**src/rtl/async_tx_pkg.sv**
```systemverilog
package async_tx_pkg;

    typedef enum logic [2:0] {
        ST_IDLE,
        ST_START,
        ST_DATA,
        ST_PARITY,
        ST_STOP
    } tx_state_e;

endpackage

```
**src/rtl/tx_holding_reg.sv**
```systemverilog
module tx_holding_reg #(
    parameter int DATA_W = 8
) (
    input  logic              clk,
    input  logic              rst_n,
    input  logic              wr_i,
    input  logic [DATA_W-1:0] wr_data_i,
    input  logic              take_i,
    output logic [DATA_W-1:0] data_o,
    output logic              full_o
);

    typedef struct packed {
        logic [DATA_W-1:0] data;
        logic              full;
    } hold_t;

    hold_t q, d;

    always_comb begin
        d = q;
        if (wr_i) begin
            d.data = wr_data_i;
            d.full = 1'b1;
        end else if (take_i) begin
            d.full = 1'b0;
        end
    end

    always_ff @(posedge clk or negedge rst_n) begin
        if (!rst_n) begin
            q <= '0;
        end else begin
            q <= d;
        end
    end

    assign data_o = q.data;
    assign full_o = q.full;

    // a write always leaves a pending character behind
    assert_wr_fills_R6: assert property (@(posedge clk) disable iff (!rst_n)
        wr_i |=> full_o);

endmodule

```
**src/rtl/tx_tick_timer.sv**
```systemverilog
module tx_tick_timer #(
    parameter int CNT_W = 6
) (
    input  logic             clk,
    input  logic             rst_n,
    input  logic             tick_i,
    input  logic             clear_i,
    input  logic [CNT_W-1:0] limit_i,
    output logic             done_o
);

    typedef struct packed {
        logic [CNT_W-1:0] cnt;
    } tmr_t;

    tmr_t q, d;
    logic at_end;

    assign at_end = (q.cnt == limit_i - CNT_W'(1));

    always_comb begin
        d = q;
        if (clear_i) begin
            d.cnt = '0;
        end else if (tick_i) begin
            if (at_end) begin
                d.cnt = '0;
            end else begin
                d.cnt = q.cnt + CNT_W'(1);
            end
        end
    end

    always_ff @(posedge clk or negedge rst_n) begin
        if (!rst_n) begin
            q <= '0;
        end else begin
            q <= d;
        end
    end

    assign done_o = tick_i && !clear_i && at_end;

    // without a tick the bit timer does not move
    assert_cnt_holds_R11: assert property (@(posedge clk) disable iff (!rst_n)
        (!tick_i && !clear_i) |=> $stable(q.cnt));

    // the tick count stays inside the current bit period
    assert_cnt_in_range_R2: assert property (@(posedge clk) disable iff (!rst_n)
        q.cnt < limit_i);

endmodule

```
**src/rtl/tx_framer.sv**
```systemverilog
module tx_framer
    import async_tx_pkg::*;
#(
    parameter int DATA_W = 8,
    parameter int LEN_W  = 2,
    parameter int TPB    = 16,
    parameter int CNT_W  = $clog2(2 * TPB + 1)
) (
    input  logic              clk,
    input  logic              rst_n,
    input  logic              hold_full_i,
    input  logic [DATA_W-1:0] hold_data_i,
    input  logic [LEN_W-1:0]  cfg_len_i,
    input  logic              cfg_par_en_i,
    input  logic              cfg_par_even_i,
    input  logic              cfg_long_stop_i,
    input  logic              done_i,
    output logic              load_o,
    output logic              clear_o,
    output logic [CNT_W-1:0]  limit_o,
    output logic              line_o,
    output logic              idle_o
);

    localparam int IDX_W    = (DATA_W > 1) ? $clog2(DATA_W) : 1;
    localparam int MIN_BITS = DATA_W - (1 << LEN_W) + 1;
    localparam int STOP_STD = TPB;
    localparam int STOP_MID = TPB + TPB / 2;
    localparam int STOP_MAX = 2 * TPB;

    typedef struct packed {
        tx_state_e         state;
        logic [DATA_W-1:0] shreg;
        logic [IDX_W-1:0]  idx;
        logic [IDX_W-1:0]  last_idx;
        logic              par_en;
        logic              par_bit;
        logic [CNT_W-1:0]  stop_len;
        logic              line;
        logic              idle;
    } fr_t;

    fr_t q, d;

    logic [IDX_W-1:0]  new_last;
    logic [DATA_W-1:0] new_mask;
    logic [DATA_W-1:0] new_data;
    logic [CNT_W-1:0]  new_stop;
    logic              do_load;

    assign new_last = IDX_W'(MIN_BITS - 1) + IDX_W'(cfg_len_i);

    always_comb begin
        for (int i = 0; i < DATA_W; i++) begin
            new_mask[i] = (i <= int'(new_last));
        end
    end

    assign new_data = hold_data_i & new_mask;

    always_comb begin
        if (!cfg_long_stop_i) begin
            new_stop = CNT_W'(STOP_STD);
        end else if (cfg_len_i == '0) begin
            new_stop = CNT_W'(STOP_MID);
        end else begin
            new_stop = CNT_W'(STOP_MAX);
        end
    end

    always_comb begin
        d       = q;
        do_load = 1'b0;
        unique case (q.state)
            ST_IDLE: begin
                if (hold_full_i) begin
                    do_load = 1'b1;
                end
            end
            ST_START: begin
                if (done_i) begin
                    d.state = ST_DATA;
                    d.line  = q.shreg[0];
                    d.shreg = q.shreg >> 1;
                    d.idx   = '0;
                end
            end
            ST_DATA: begin
                if (done_i) begin
                    if (q.idx == q.last_idx) begin
                        if (q.par_en) begin
                            d.state = ST_PARITY;
                            d.line  = q.par_bit;
                        end else begin
                            d.state = ST_STOP;
                            d.line  = 1'b1;
                        end
                    end else begin
                        d.idx   = q.idx + IDX_W'(1);
                        d.line  = q.shreg[0];
                        d.shreg = q.shreg >> 1;
                    end
                end
            end
            ST_PARITY: begin
                if (done_i) begin
                    d.state = ST_STOP;
                    d.line  = 1'b1;
                end
            end
            ST_STOP: begin
                if (done_i) begin
                    if (hold_full_i) begin
                        do_load = 1'b1;
                    end else begin
                        d.state = ST_IDLE;
                        d.line  = 1'b1;
                        d.idle  = 1'b1;
                    end
                end
            end
            default: begin
                d.state = ST_IDLE;
                d.line  = 1'b1;
                d.idle  = 1'b1;
            end
        endcase

        if (do_load) begin
            d.state    = ST_START;
            d.shreg    = new_data;
            d.idx      = '0;
            d.last_idx = new_last;
            d.par_en   = cfg_par_en_i;
            d.par_bit  = (^new_data) ^ !cfg_par_even_i;
            d.stop_len = new_stop;
            d.line     = 1'b0;
            d.idle     = 1'b0;
        end
    end

    always_ff @(posedge clk or negedge rst_n) begin
        if (!rst_n) begin
            q          <= '0;
            q.state    <= ST_IDLE;
            q.stop_len <= CNT_W'(STOP_STD);
            q.line     <= 1'b1;
            q.idle     <= 1'b1;
        end else begin
            q <= d;
        end
    end

    assign load_o  = do_load;
    assign clear_o = (q.state == ST_IDLE);
    assign limit_o = (q.state == ST_STOP) ? q.stop_len : CNT_W'(TPB);
    assign line_o  = q.line;
    assign idle_o  = q.idle;

    // the line rests high whenever nothing is being sent
    assert_idle_line_high_R1: assert property (@(posedge clk) disable iff (!rst_n)
        q.idle |-> q.line);

    // the stop period never drives the line low
    assert_stop_high_R5: assert property (@(posedge clk) disable iff (!rst_n)
        (q.state == ST_STOP) |-> q.line);

endmodule

```
**src/rtl/async_char_tx.sv**
```systemverilog
module async_char_tx #(
    parameter int DATA_W = 8,
    parameter int LEN_W  = 2,
    parameter int TPB    = 16
) (
    input  logic              clk,
    input  logic              rst_n,
    input  logic              tick16,
    input  logic              thr_wr,
    input  logic [DATA_W-1:0] thr_data,
    input  logic [LEN_W-1:0]  cfg_len,
    input  logic              cfg_par_en,
    input  logic              cfg_par_even,
    input  logic              cfg_long_stop,
    output logic              tx_line,
    output logic              thr_empty,
    output logic              tx_empty
);

    localparam int CNT_W = $clog2(2 * TPB + 1);

    logic              hold_full;
    logic [DATA_W-1:0] hold_data;
    logic              load;
    logic              clear;
    logic              done;
    logic [CNT_W-1:0]  limit;

    tx_holding_reg #(.DATA_W(DATA_W)) hold_i (
        .clk       (clk),
        .rst_n     (rst_n),
        .wr_i      (thr_wr),
        .wr_data_i (thr_data),
        .take_i    (load),
        .data_o    (hold_data),
        .full_o    (hold_full)
    );

    tx_tick_timer #(.CNT_W(CNT_W)) timer_i (
        .clk     (clk),
        .rst_n   (rst_n),
        .tick_i  (tick16),
        .clear_i (clear),
        .limit_i (limit),
        .done_o  (done)
    );

    tx_framer #(
        .DATA_W (DATA_W),
        .LEN_W  (LEN_W),
        .TPB    (TPB),
        .CNT_W  (CNT_W)
    ) framer_i (
        .clk             (clk),
        .rst_n           (rst_n),
        .hold_full_i     (hold_full),
        .hold_data_i     (hold_data),
        .cfg_len_i       (cfg_len),
        .cfg_par_en_i    (cfg_par_en),
        .cfg_par_even_i  (cfg_par_even),
        .cfg_long_stop_i (cfg_long_stop),
        .done_i          (done),
        .load_o          (load),
        .clear_o         (clear),
        .limit_o         (limit),
        .line_o          (tx_line),
        .idle_o          (tx_empty)
    );

    assign thr_empty = !hold_full;

    // leaving the empty state always coincides with a start bit
    assert_start_low_R7: assert property (@(posedge clk) disable iff (!rst_n)
        $fell(tx_empty) |-> !tx_line);

    // the holding register only frees up by loading the shifter
    assert_load_frees_R6: assert property (@(posedge clk) disable iff (!rst_n)
        $rose(thr_empty) |-> !tx_empty);

endmodule

```
**config.mk**
```make
export PLATFORM = sky130hd
export DESIGN_NAME = async_char_tx
export DESIGN_NICKNAME = d
export VERILOG_FILES = /design/src/rtl/async_tx_pkg.sv /design/src/rtl/tx_holding_reg.sv /design/src/rtl/tx_tick_timer.sv /design/src/rtl/tx_framer.sv /design/src/rtl/async_char_tx.sv
export SDC_FILE = /design/constraint.sdc
export NUM_CORES = 1
export LEC_CHECK = 0
export ABC_AREA = 1
export CAP_MARGIN = 40
export CORE_ASPECT_RATIO = 2
export CORE_MARGIN = 5
export CORE_UTILIZATION = 40
export CTS_CLUSTER_SIZE = 25
export DETAILED_ROUTE_END_ITERATION = 10
export PLACE_DENSITY = 0.71
export SETUP_SLACK_MARGIN = 0.5
export SKIP_CTS_REPAIR_TIMING = 1
export SYNTH_ARGS = -nofsm -noshare
export SYNTH_HDL_FRONTEND = slang
export SYNTH_SLANG_ARGS = --single-unit
```
**constraint.sdc**
```tcl
create_clock -name clk -period 2.1 [get_ports clk]
set_input_delay 0.42 -clock clk [delete_from_list [all_inputs] [get_ports clk]]
set_output_delay 0.42 -clock clk [all_outputs]
set_load 0.01 [all_outputs]
```
==> results_dict.tcl <==
set metrics [dict create \
    outcome "finished with violations" \
    violations "setup timing" \
    synth_top_area_share_pct 42.2 \
    final_max_slew_viol_count 0 \
    synth_xor_area_share_pct 4.51 \
    avgSynthCellArea_um2 8.18 \
    drt-initial-drc-count 39 \
    cts_root_buf "clkbuf_8" \
    synth_area_leaders "dfrtp_1, nand2_1, nand3_1, inv_1, dfstp_2" \
    r2r-end "framer_i.q[19]" \
    hpwl_mm 3.64 \
    start_kind "flip-flop" \
    crit_slowest_cell "dfrtp_2" \
    rows 37 \
    ir_drop_mv 1.11 \
    hold_ws_ns 0.163 \
    syn_to_final_growth_pct 24.2 \
    crit_path_end_kind "flip-flop" \
    synth_edf_count 0 \
    fin_nets 322 \
    critPathBufInv 3 \
    gp_congestion 0.838 \
    reg2reg_from "framer_i.q[24]" \
    numCtsBuffers 5 \
    worst_slew_pin_slew_ns 0.491 \
    syn_inst 261 \
    postRouteAntennaNets 0 \
    synth_top_flop_cell "dfrtp_1" \
    grt_pass1_vias 1848 \
    synthMuxAreaShare_pct 3.69 \
    period_share_pct 100 \
    synth_area_um2 2140 \
    dp.cells 348 \
    vias_per_cell 5.00 \
    finalSetupTns_ns -0.00802 \
    layout-drive-gt1-share_pct 20.8 \
    path_clk_slew_ns 0.08 \
    final_cell_mix "nand2_1, dfrtp_1, inv_1, nand3_1, buf_4" \
    grt_max_degree 40 \
    fp.dieH_um 113 \
    synth_top_family_by_area "simple AND/OR/NAND/NOR gates" \
    clock-sinks 39 \
    critPathMaxFanout 15 \
    synthArstFlopShare_pct 100 \
    p_leak_nw 1.35 \
    cap_violations 0 \
    drc 0 \
    cp_data_required_time_ns 2.33 \
    final.setup.worst_slack_ns -0.00420 \
    post_drt_wl_per_cell_um 12.9 \
    r2r_slack_ns -0.004 \
    reg2reg_depth 16 \
    yosys_warnings 0 \
    synth_top_cell_by_area "dfrtp_1" \
    top_level_ports 20 \
    core-area_um2 5180 \
    cp_common_cell "nand2_1" \
    finalPower_mw 3.73 \
    die_area_um2 6990 \
    fin_cells 361 \
    p_per_area_nw_per_um2 1400 \
    hold_class "input pin to async pin" \
    crit_family "simple AND/OR/NAND/NOR gates" \
    clock-skew-final_ns 0.00469 \
    io_buffers 19 \
    antenna_found_initial 0 \
    ys_seq_area_share_pct 45.9 \
    synth.net_count 281 \
    cpPeakStageDelay_ns 0.43 \
    crit_chain "nor2_4 -> inv_2 -> nor3_2 -> ha_1 -> nand2_1 -> nand2_1 -> nor2_1 -> nand2_1 -> inv_2 -> nand4_4 -> nand2_4 -> nand2_8 -> nand2_8 -> buf_4 -> nand2_1 -> nand2_1" \
    ys_seq_elements 39 \
    hold_viol_final 0 \
    tritoncts "done" \
    layout_commonest_cell "nand2_1" \
    clkLatencyLatePin_ns 0.29 \
    htreeDepth 2 \
    grt.total_usage_pct 15.1 \
    synthSimpleGateAreaFrac_pct 30.8 \
    antenna_cells 0 \
    grt_pass1_wl_mm 7.91 \
    vias 1804 \
    fmax_mhz 475 \
    routed_wl_mm 4.67 \
    finalSetupViolCount 2 \
    grt_overflow 0 \
    synthAdderAreaFrac_pct 1.76 \
    initial_utilization_pct 41.2 \
    relSlewSlack_pct 67.3 \
    synthDistinctLibCells 36 \
    rsz0062_at_grt "true" \
    arrival_ns 2.33 \
    crit_type "flip-flop to flip-flop" \
    dieWidth_um 61.7 \
    firstDrtPassIters 4 \
    fin_crit_ns 2.10 \
    synth_compound_area_share_pct 5.98 \
    dp_slack_ns -0.0265 \
    n_fill_cell 516 \
    clock_path_buffers 2 \
]
==> worst register-to-register path, stage by stage, from the launching register on <==
cell     delay, ns
dfrtp_2       0.43
nor2_4        0.14
inv_2         0.05
nor3_2        0.10
ha_1          0.26
nand2_1       0.06
nand2_1       0.05
nor2_1        0.08
nand2_1       0.06
inv_2         0.07
nand4_4       0.13
nand2_4       0.13
nand2_8       0.10
nand2_8       0.13
buf_4         0.13
nand2_1       0.06
nand2_1       0.06
==> cell type report <==
| type | count | area (µm²) | area share (%) |
|---|---|---|---|
| Multi-Input combinational cell | 187 | 1040 | 39.3 |
| Inverter | 28 | 108 | 4.06 |
| Tap cell | 58 | 72.6 | 2.74 |
| Timing Repair Buffer | 41 | 365 | 13.8 |
| Clock inverter | 3 | 15.0 | 0.566 |
| Sequential cell | 39 | 981 | 37.0 |
| Clock buffer | 5 | 68.8 | 2.59 |
==> cell usage after synthesis, types with 2 or more instances <==
cell / n
nand2_1: 91
dfrtp_1: 36
inv_1: 26
nand3_1: 23
nor2_1: 13
mux2_2: 7
o21ai_0: 6
xor2_1: 6
xnor2_1: 5
o21ai_1: 4
buf_6: 3
dfstp_2: 3
ha_1: 3
nand2_4: 3
nor2_2: 3
o22ai_1: 3
a21oi_1: 2
clkbuf_1: 2
inv_2: 2
nand4_1: 2
nor3_1: 2
or2_2: 2
==> routing by layer <==
layer  GRT usage, %  routed length (µm)  vias to the layer above  part of all wire [%]
li1               -                   -                      911                     -
met1           14.8                1630                      841                    35
met2           28.2                2740                       40                    59
met3           2.40                 144                       12                   3.1
met4           7.65                 161                        0                   3.4
met5              0                   0                        -                     0
==> where the power goes <==
group	switching [mW]	internal [mW]	leakage, nW
clock	0.261	0.227	0.0477
sequential	0.158	1.01	0.483
combinational	1.17	0.898	0.820
total	1.59	2.13	1.35
==> stage by stage <==
stage | util [%] | instance area, µm²
CTS | 49.4 | 2560
floorplan | - | 2150
finish | 51.2 | 2650
global placement | 47.8 | 2480
global route | 51.2 | 2650
detailed placement | 47.8 | 2480
==> kinds of logic after synthesis <==
family / count (synthesis)
mux: 7
simple gates: 145
buf+inv: 35
flops: 39
compound gates: 21
fa+ha+maj: 3
xor+xnor: 11
==> flip-flops by register name, summed over array words and instances (netlist names) <==
register,count
framer_i.idle_o,1
framer_i.q,22
framer_i.line_o,1
hold_i.data_o,8
timer_i.q,6
hold_i.full_o,1
==> how the worst max path moves through the flow <==
stage | start | endpoint | slack [ns] | cells after the start
after floorplan | framer_i.q[25] | framer_i.q[18] | 0.10 | 17
after global placement | framer_i.q[25] | framer_i.q[17] | 0.01 | 16
after detailed placement | framer_i.q[24] | framer_i.q[19] | -0.03 | 16
after CTS | framer_i.q[24] | framer_i.q[19] | -0.04 | 16
after global routing | framer_i.q[24] | framer_i.q[20] | -0.16 | 16
final | framer_i.q[24] | framer_i.q[19] | -0.004 | 16
(Power assumes the default switching activity.)
